==> src/rtl/l1t_pkg.sv <==
package l1t_pkg;
  localparam int REC_SKIP_W = 4;
  localparam int REC_ID_W   = 4;
  localparam int REC_BX_W   = 8;
  localparam int REC_W      = REC_SKIP_W + REC_ID_W + REC_BX_W;

  typedef struct packed {
    logic [REC_SKIP_W-1:0] skip;
    logic [REC_ID_W-1:0]   id;
    logic [REC_BX_W-1:0]   bx;
  } evt_rec_t;

  function automatic evt_rec_t make_rec(input logic [REC_SKIP_W-1:0] s,
                                        input logic [REC_ID_W-1:0] i,
                                        input logic [REC_BX_W-1:0] b);
    evt_rec_t r;
    r.skip = s;
    r.id   = i;
    r.bx   = b;
    return r;
  endfunction
endpackage

==> src/rtl/l1t_timebase.sv <==
module l1t_timebase #(
  parameter int BX_W = 8,
  parameter int ID_W = 8,
  parameter int CW   = 4
) (
  input  logic            clk,
  input  logic            rst_n,
  input  logic            trig,
  input  logic            bcr,
  input  logic            ecr,
  input  logic [CW-1:0]   contig_cfg,
  output logic [BX_W-1:0] bcid,
  output logic [ID_W-1:0] l1id,
  output logic [ID_W-1:0] evt_id,
  output logic            burst_start
);
  logic [CW-1:0] window_q;
  logic          in_window;

  assign in_window   = (window_q != '0);
  assign burst_start = trig && !ecr && !in_window;
  // a trigger inside a window belongs to the burst already counted
  assign evt_id      = burst_start ? l1id : ID_W'(l1id - 1'b1);

  always_ff @(posedge clk) begin
    if (!rst_n) begin
      bcid     <= '0;
      l1id     <= '0;
      window_q <= '0;
    end else begin
      bcid <= bcr ? '0 : BX_W'(bcid + 1'b1);
      if (ecr) begin
        l1id     <= '0;
        window_q <= '0;
      end else if (burst_start) begin
        l1id     <= ID_W'(l1id + 1'b1);
        window_q <= contig_cfg;
      end else if (in_window) begin
        window_q <= CW'(window_q - 1'b1);
      end
    end
  end

  a_r1_bcid_step: assert property (@(posedge clk) disable iff (!rst_n)
    !bcr |=> bcid == BX_W'($past(bcid) + 1'b1));
  a_r1_bcr_clear: assert property (@(posedge clk) disable iff (!rst_n)
    bcr |=> bcid == '0);
  a_r2_id_step: assert property (@(posedge clk) disable iff (!rst_n)
    burst_start |=> l1id == ID_W'($past(l1id) + 1'b1));
  a_r3_burst_hold: assert property (@(posedge clk) disable iff (!rst_n)
    (trig && !ecr && in_window) |=> l1id == $past(l1id));
endmodule

==> src/rtl/l1t_skip_count.sv <==
module l1t_skip_count #(
  parameter int SW = 4
) (
  input  logic          clk,
  input  logic          rst_n,
  input  logic          drop,
  input  logic          stored,
  input  logic          ecr,
  output logic [SW-1:0] skip
);
  localparam logic [SW-1:0] SKIP_MAX = '1;

  function automatic logic [SW-1:0] sat_inc(input logic [SW-1:0] v);
    return (v == SKIP_MAX) ? v : SW'(v + 1'b1);
  endfunction

  always_ff @(posedge clk) begin
    if (!rst_n || ecr)  skip <= '0;
    else if (stored)    skip <= drop ? SW'(1) : '0;
    else if (drop)      skip <= sat_inc(skip);
  end

  a_r5_saturate: assert property (@(posedge clk) disable iff (!rst_n)
    (skip == SKIP_MAX && !stored && !ecr) |=> skip == SKIP_MAX);
  a_r5_drop_counts: assert property (@(posedge clk) disable iff (!rst_n)
    (drop && !stored && !ecr && skip != SKIP_MAX) |=> skip == SW'($past(skip) + 1'b1));
endmodule

==> src/rtl/l1t_evt_fifo.sv <==
module l1t_evt_fifo #(
  parameter int W     = 16,
  parameter int DEPTH = 16
) (
  input  logic           clk,
  input  logic           rst_n,
  input  logic           flush,
  input  logic           push,
  input  logic [W-1:0]   din,
  input  logic           pop,
  output logic [W-1:0]   dout,
  output logic           nonempty
);
  localparam int AW = (DEPTH > 1) ? $clog2(DEPTH) : 1;
  localparam int CW = $clog2(DEPTH + 1);

  logic [W-1:0]  mem [DEPTH];
  logic [AW-1:0] wp, rp;
  logic [CW-1:0] cnt;

  function automatic logic [AW-1:0] bump(input logic [AW-1:0] p);
    return (p == AW'(DEPTH - 1)) ? '0 : AW'(p + 1'b1);
  endfunction

  assign dout     = mem[rp];
  assign nonempty = (cnt != '0);

  always_ff @(posedge clk) begin
    if (!rst_n || flush) begin
      wp  <= '0;
      rp  <= '0;
      cnt <= '0;
    end else begin
      if (push) wp <= bump(wp);
      if (pop)  rp <= bump(rp);
      if (push && !pop)      cnt <= CW'(cnt + 1'b1);
      else if (pop && !push) cnt <= CW'(cnt - 1'b1);
    end
  end

  always_ff @(posedge clk) begin
    if (push) mem[wp] <= din;
  end

  a_r12_no_overflow: assert property (@(posedge clk) disable iff (!rst_n)
    (push && !flush) |-> (cnt < CW'(DEPTH) || pop));
  a_r11_no_underflow: assert property (@(posedge clk) disable iff (!rst_n)
    pop |-> nonempty);
endmodule

==> src/rtl/l1_trigger_keeper.sv <==
module l1_trigger_keeper
  import l1t_pkg::*;
#(
  parameter int DEPTH = 16,
  parameter int BX_W  = REC_BX_W,
  parameter int ID_W  = 8,
  parameter int CW    = 4
) (
  input  logic                          clk,
  input  logic                          rst_n,
  input  logic                          trig_i,
  input  logic                          bcr_i,
  input  logic                          ecr_i,
  input  logic [CW-1:0]                 contig_i,
  input  logic                          rd_i,
  output logic                          rec_valid_o,
  output logic [REC_W-1:0]              rec_o,
  output logic [BX_W-1:0]               bcid_o,
  output logic [ID_W-1:0]               l1id_o,
  output logic [$clog2(DEPTH+1)-1:0]    pend_o,
  output logic [REC_SKIP_W-1:0]         skip_o
);
  localparam int PW = $clog2(DEPTH + 1);
  localparam logic [PW-1:0] P_FULL  = PW'(DEPTH);
  localparam logic [PW-1:0] P_AFULL = PW'(DEPTH - 1);

  logic [PW-1:0]   pend_q;
  logic [ID_W-1:0] evt_id;
  logic            burst_start;
  logic            t_ok, full, afull, rd_ok;
  logic            accept, drop, defer, release_hold, direct, rec_wr;
  logic            hold_v;
  logic [REC_ID_W-1:0] hold_id;
  logic [REC_BX_W-1:0] hold_bx;
  evt_rec_t        wr_rec;

  l1t_timebase #(.BX_W(BX_W), .ID_W(ID_W), .CW(CW)) u_tb (
    .clk(clk), .rst_n(rst_n), .trig(trig_i), .bcr(bcr_i), .ecr(ecr_i),
    .contig_cfg(contig_i), .bcid(bcid_o), .l1id(l1id_o),
    .evt_id(evt_id), .burst_start(burst_start)
  );

  // event decisions, brought out as named wires
  assign t_ok         = trig_i && !ecr_i;
  assign full         = (pend_q == P_FULL);
  assign afull        = (pend_q == P_AFULL);
  assign rd_ok        = rd_i && rec_valid_o && !ecr_i;
  assign accept       = t_ok && !full;
  assign drop         = t_ok && full;
  assign defer        = accept && afull && !rd_ok;
  assign release_hold = hold_v && rd_ok;
  assign direct       = accept && !defer;
  assign rec_wr       = direct || release_hold;

  assign wr_rec = release_hold ? make_rec(skip_o, hold_id, hold_bx)
                               : make_rec(skip_o, evt_id[REC_ID_W-1:0], bcid_o[REC_BX_W-1:0]);

  l1t_skip_count #(.SW(REC_SKIP_W)) u_skip (
    .clk(clk), .rst_n(rst_n), .drop(drop), .stored(rec_wr),
    .ecr(ecr_i), .skip(skip_o)
  );

  l1t_evt_fifo #(.W(REC_W), .DEPTH(DEPTH)) u_fifo (
    .clk(clk), .rst_n(rst_n), .flush(ecr_i), .push(rec_wr), .din(wr_rec),
    .pop(rd_ok), .dout(rec_o), .nonempty(rec_valid_o)
  );

  always_ff @(posedge clk) begin
    if (!rst_n || ecr_i) begin
      pend_q <= '0;
      hold_v <= 1'b0;
    end else begin
      if (accept && !rd_ok)      pend_q <= PW'(pend_q + 1'b1);
      else if (rd_ok && !accept) pend_q <= PW'(pend_q - 1'b1);
      if (defer)             hold_v <= 1'b1;
      else if (release_hold) hold_v <= 1'b0;
    end
  end

  always_ff @(posedge clk) begin
    if (defer) begin
      hold_id <= evt_id[REC_ID_W-1:0];
      hold_bx <= bcid_o[REC_BX_W-1:0];
    end
  end

  assign pend_o = pend_q;

  a_r4_pend_bound: assert property (@(posedge clk) disable iff (!rst_n)
    pend_q <= P_FULL);
  a_r4_pair_steady: assert property (@(posedge clk) disable iff (!rst_n)
    (trig_i && rd_i && !ecr_i && pend_q != '0 && !full) |=> pend_q == $past(pend_q));
  a_r5_drop_at_full: assert property (@(posedge clk) disable iff (!rst_n)
    (drop && !rd_i) |=> pend_q == P_FULL);
  a_r7_hold_waits: assert property (@(posedge clk) disable iff (!rst_n)
    (hold_v && !rd_i && !ecr_i) |=> hold_v);
  a_r8_skip_restart: assert property (@(posedge clk) disable iff (!rst_n)
    (rec_wr && !drop && !ecr_i) |=> skip_o == '0);
  a_r9_ecr_clears: assert property (@(posedge clk) disable iff (!rst_n)
    ecr_i |=> (pend_q == '0 && !rec_valid_o && l1id_o == '0 && skip_o == '0));
endmodule

==> config.mk <==
export PLATFORM = sky130hd
export DESIGN_NAME = l1_trigger_keeper
export DESIGN_NICKNAME = d
export VERILOG_FILES = /design/src/rtl/l1t_pkg.sv /design/src/rtl/l1t_timebase.sv /design/src/rtl/l1t_skip_count.sv /design/src/rtl/l1t_evt_fifo.sv /design/src/rtl/l1_trigger_keeper.sv
export SDC_FILE = /design/constraint.sdc
export NUM_CORES = 1
export LEC_CHECK = 0
export BUFFER_PORTS_ARGS = -buffer_cell sky130_fd_sc_hd__clkbuf_2
export CORE_MARGIN = 3
export CORE_UTILIZATION = 58
export DETAILED_ROUTE_END_ITERATION = 10
export GPL_TIMING_DRIVEN = 0
export HOLD_SLACK_MARGIN = 0.1
export PLACE_DENSITY = 0.88
export SYNTH_ARGS = -nofsm -noshare
export SYNTH_HDL_FRONTEND = slang
export SYNTH_SLANG_ARGS = --single-unit
==> constraint.sdc <==
create_clock -name clk -period 7 [get_ports clk]
set_input_delay 1.4 -clock clk [delete_from_list [all_inputs] [get_ports clk]]
set_output_delay 1.4 -clock clk [all_outputs]
set_load 0.02 [all_outputs]
==> metrics.md <==
| Metric | Value |
|---|---|
| Htree depth | 1 |
| Worst vdd ir | 0.1855 mV |
| Largest net degree at the start of global routing | 22 |
| Async S/R FF share, synth | 0 |
| Net Sw Frac | 0.2130 |
| Unique masters post-synth | 55 |
| Synth Instances | 677 |
| CTS resizes | 0 |
| Clock share of power | 0.420 |
| CTS Root Cell | clkbuf_16 |
| DR vias/cell | 6.536 |
| # nets final | 796 |
| Synthesized area | 0.01270 mm^2 |
| Count leader, synth | edfxtp_1 |
| CTS Buf Count | 31 |
| Tcrit/Tclk final | 0.6756 |
| TritonCTS clock tree | done |
| Critical Path RT | 5600 ps |
| Synth top area share | 0.6334 |
| Worst-path fanout max | 10 |
| Measured slew at the worst slew-check pin | 1131 ps |
| Mean routed wirelength per cell | 27.18 um |
| Hold Crit Class | reg -> reg |
| Starting DRT DRC Count | 885 |
| Pleak | 4.809 nW |
| Synth warn | 0 |
| Port bufs | 51 |
| Setup ws final | 2271 ps |
| GRT overflow | 0 |
| Largest cells by area after synthesis | edfxtp_1 63%, mux4_2 14%, dfxtp_1 7.4% |
| Post-CTS Setup Bufs | 0 |
| Min Tclk post-route | 4729 ps |
| Yosys top cell by area | edfxtp_1 |
| # fillers | 1323 |
| Finish-stage setup viols | 0 |
| # DRC | 0 |
| CP Launch Type | register |
| Fmax | 211.5 MHz |
| Clock Path Buffers | 3 |
| Rel. slew slack | 0.2445 |
| Die height | 154 um |
| EDFF count, synth | 268 |
| Area Growth Syn to Fin | 13.00% |
| Wirelength, routed | 28920 um |
| Worst R2R Setup Slack | 3600 ps |
| First-pass GRT wire length | 44080 um |
| Max cap viols | 0 |
| Ys flop type | edfxtp_1 |
| Post-synthesis net count | 708 |
| Register area | 0.008989 mm^2 |
| Post-route ant nets | 0 |
| Via Count | 6954 |
| Global Route Usage Sum | 0.2479 |
| Die W | 154 um |
| NetSw | 0.0008354 W |
| Share of cells above drive strength 1 | 0.2852 |
| Cell row count | 53 |
| Pwr Density | 273.2 mW/mm^2 |
| Clock Pin Slew Worst Setup and Hold Paths | 60 ps |
| Setup TNS | 0 ps |
| Skew-Pair Late Insertion Delay | 550 ps |
| Vias in the first global route | 7249 |
| Clk sinks | 315 |
| Fin. Hold Viols | 0 |
| CP endpoint kind | primary output |
| Final Max Tran Viols | 0 |
| Outcome | complete, no violations |
| Starting Density | 0.5968 |
| Sequential power share | 0.525 |
| I/O pin count | 52 |
| Skew final | 8.160 ps |
| Crit path DAT | 3330 ps |
| Pre-CTS WS | 2851 ps |
| RSZ-0062 raised after global routing | false |
| Synthesized flop and latch total | 315 |
| Initial antenna violation count | 0 |
| Combinational share of power | 0.054 |
| Hpwl dp | 17010 um |
| Hold_buf cts | 0 |
| DRT Pass-1 Iters | 5 |
| R2R cell count | 13 |
| Pint | 0.003087 W |
| WS Path Type | reg -> out |
| Core Region | 0.02129 mm^2 |
| Die area | 0.02372 mm^2 |
| Ant. Diodes | 0 |
| Final GP Congestion | 0.8012 |
| Multi-input combinational cell area | 0.003488 mm^2 |
| Most frequent cells after synthesis | 268 x edfxtp_1, 80 x mux4_2, 47 x dfxtp_1 |
| Avg Inst Size Synth | 18.77 um^2 |
| Worst Hold Depth | 1 |
| Seq/Total Area, Yosys | 0.7075 |
[final cells by class]
type / count / share of cell area
clock buffer: 36 / 0.05534
buffer: 35 / 0.01255
tap: 275 / 0.02397
multi-input combinational: 311 / 0.2430
timing repair buffer: 55 / 0.02013
sequential: 315 / 0.6261
inverter: 16 / 0.004183
clock inverter: 21 / 0.01473
[final timing paths]
path                                              endpoint                       start
worst max-delay path                             rec_o[15]                    register
worst min-delay path               u_tb.bcid[0]$_SDFF_PP0_     u_tb.bcid[0]$_SDFF_PP0_
worst max register to register  u_fifo.cnt[4]$_SDFFE_PP0P_  u_fifo.cnt[0]$_SDFFE_PP0P_
worst min register to register     u_tb.bcid[0]$_SDFF_PP0_     u_tb.bcid[0]$_SDFF_PP0_
[per-stage QoR]
stage	power, W	std cells	hold WS [ps]	utilization	cell area [um^2]
finish	0.003923	1064	510.5	0.6744	14360
floorplan	0.002248	677	465.6	-	12700
global route	0.004017	1064	527.8	0.6744	14360
global placement	0.002293	1003	480.1	0.6250	13300
detailed placement	0.002310	1007	493.7	0.6272	13350
CTS	0.003926	1064	511.6	0.6744	14360
[power by group through the flow]
| stage | logic (W) | clock network [W] | registers (W) |
|---|---|---|---|
| finish | 0.000213 | 0.00165 | 0.00206 |
| global route | 0.000232 | 0.00172 | 0.00206 |
| CTS | 0.000213 | 0.00165 | 0.00206 |
| detailed placement | 0.000211 | 0 | 0.00210 |
| global placement | 0.000196 | 0 | 0.00210 |
| floorplan | 0.000149 | 0 | 0.00210 |
[critical path, stage by stage, from the launching register on]
cell,delay [ps]
dfxtp_1,300
clkbuf_1,510
clkbuf_1,790
mux4_2,470
mux4_2,530
clkbuf_2,180
[kinds of logic after synthesis]
logic type,count (synthesis),share of synthesized area
compound gates,46,0.02728
xor+xnor,25,0.01723
fa+ha+maj,21,0.02186
buf+inv,51,0.01891
flops,315,0.7075
mux,98,0.1572
simple gates,121,0.05003
[state kept, by name, summed over array words and instances, names as in the netlist, named ones only]
register,cells
hold_bx,8
u_fifo.cnt,5
u_tb.bcid,8
u_fifo.rp,4
u_fifo.mem,256
hold_id,4
hold_v,1
u_skip.skip,4
u_tb.window_q,4
u_tb.l1id,8
u_fifo.wp,4
pend_o,5
[cells in the final DEF (no fill, tap or decap), types with 9 or more instances in the layout]
master	instances
nand3_1	14
clkbuf_2	51
edfxtp_1	268
a21oi_1	16
mux2_2	11
ha_1	19
clkbuf_16	31
nor2_1	36
clkbuf_1	21
xnor2_1	13
nand2_1	19
mux4_2	80
and3_1	11
buf_2	9
inv_1	16
xor2_1	12
dfxtp_1	47
[per-layer routing]
| metal | wire length (um) | GRT usage | vias to the layer above |
|---|---|---|---|
| li1 | - | - | 2891 |
| met1 | 10630 | 0.3273 | 3571 |
| met2 | 15000 | 0.4270 | 420 |
| met3 | 2428 | 0.03968 | 72 |
| met4 | 857 | 0.08158 | 0 |
| met5 | 0 | 0 | - |
No activity file was read; power rests on OpenSTA's default activity.
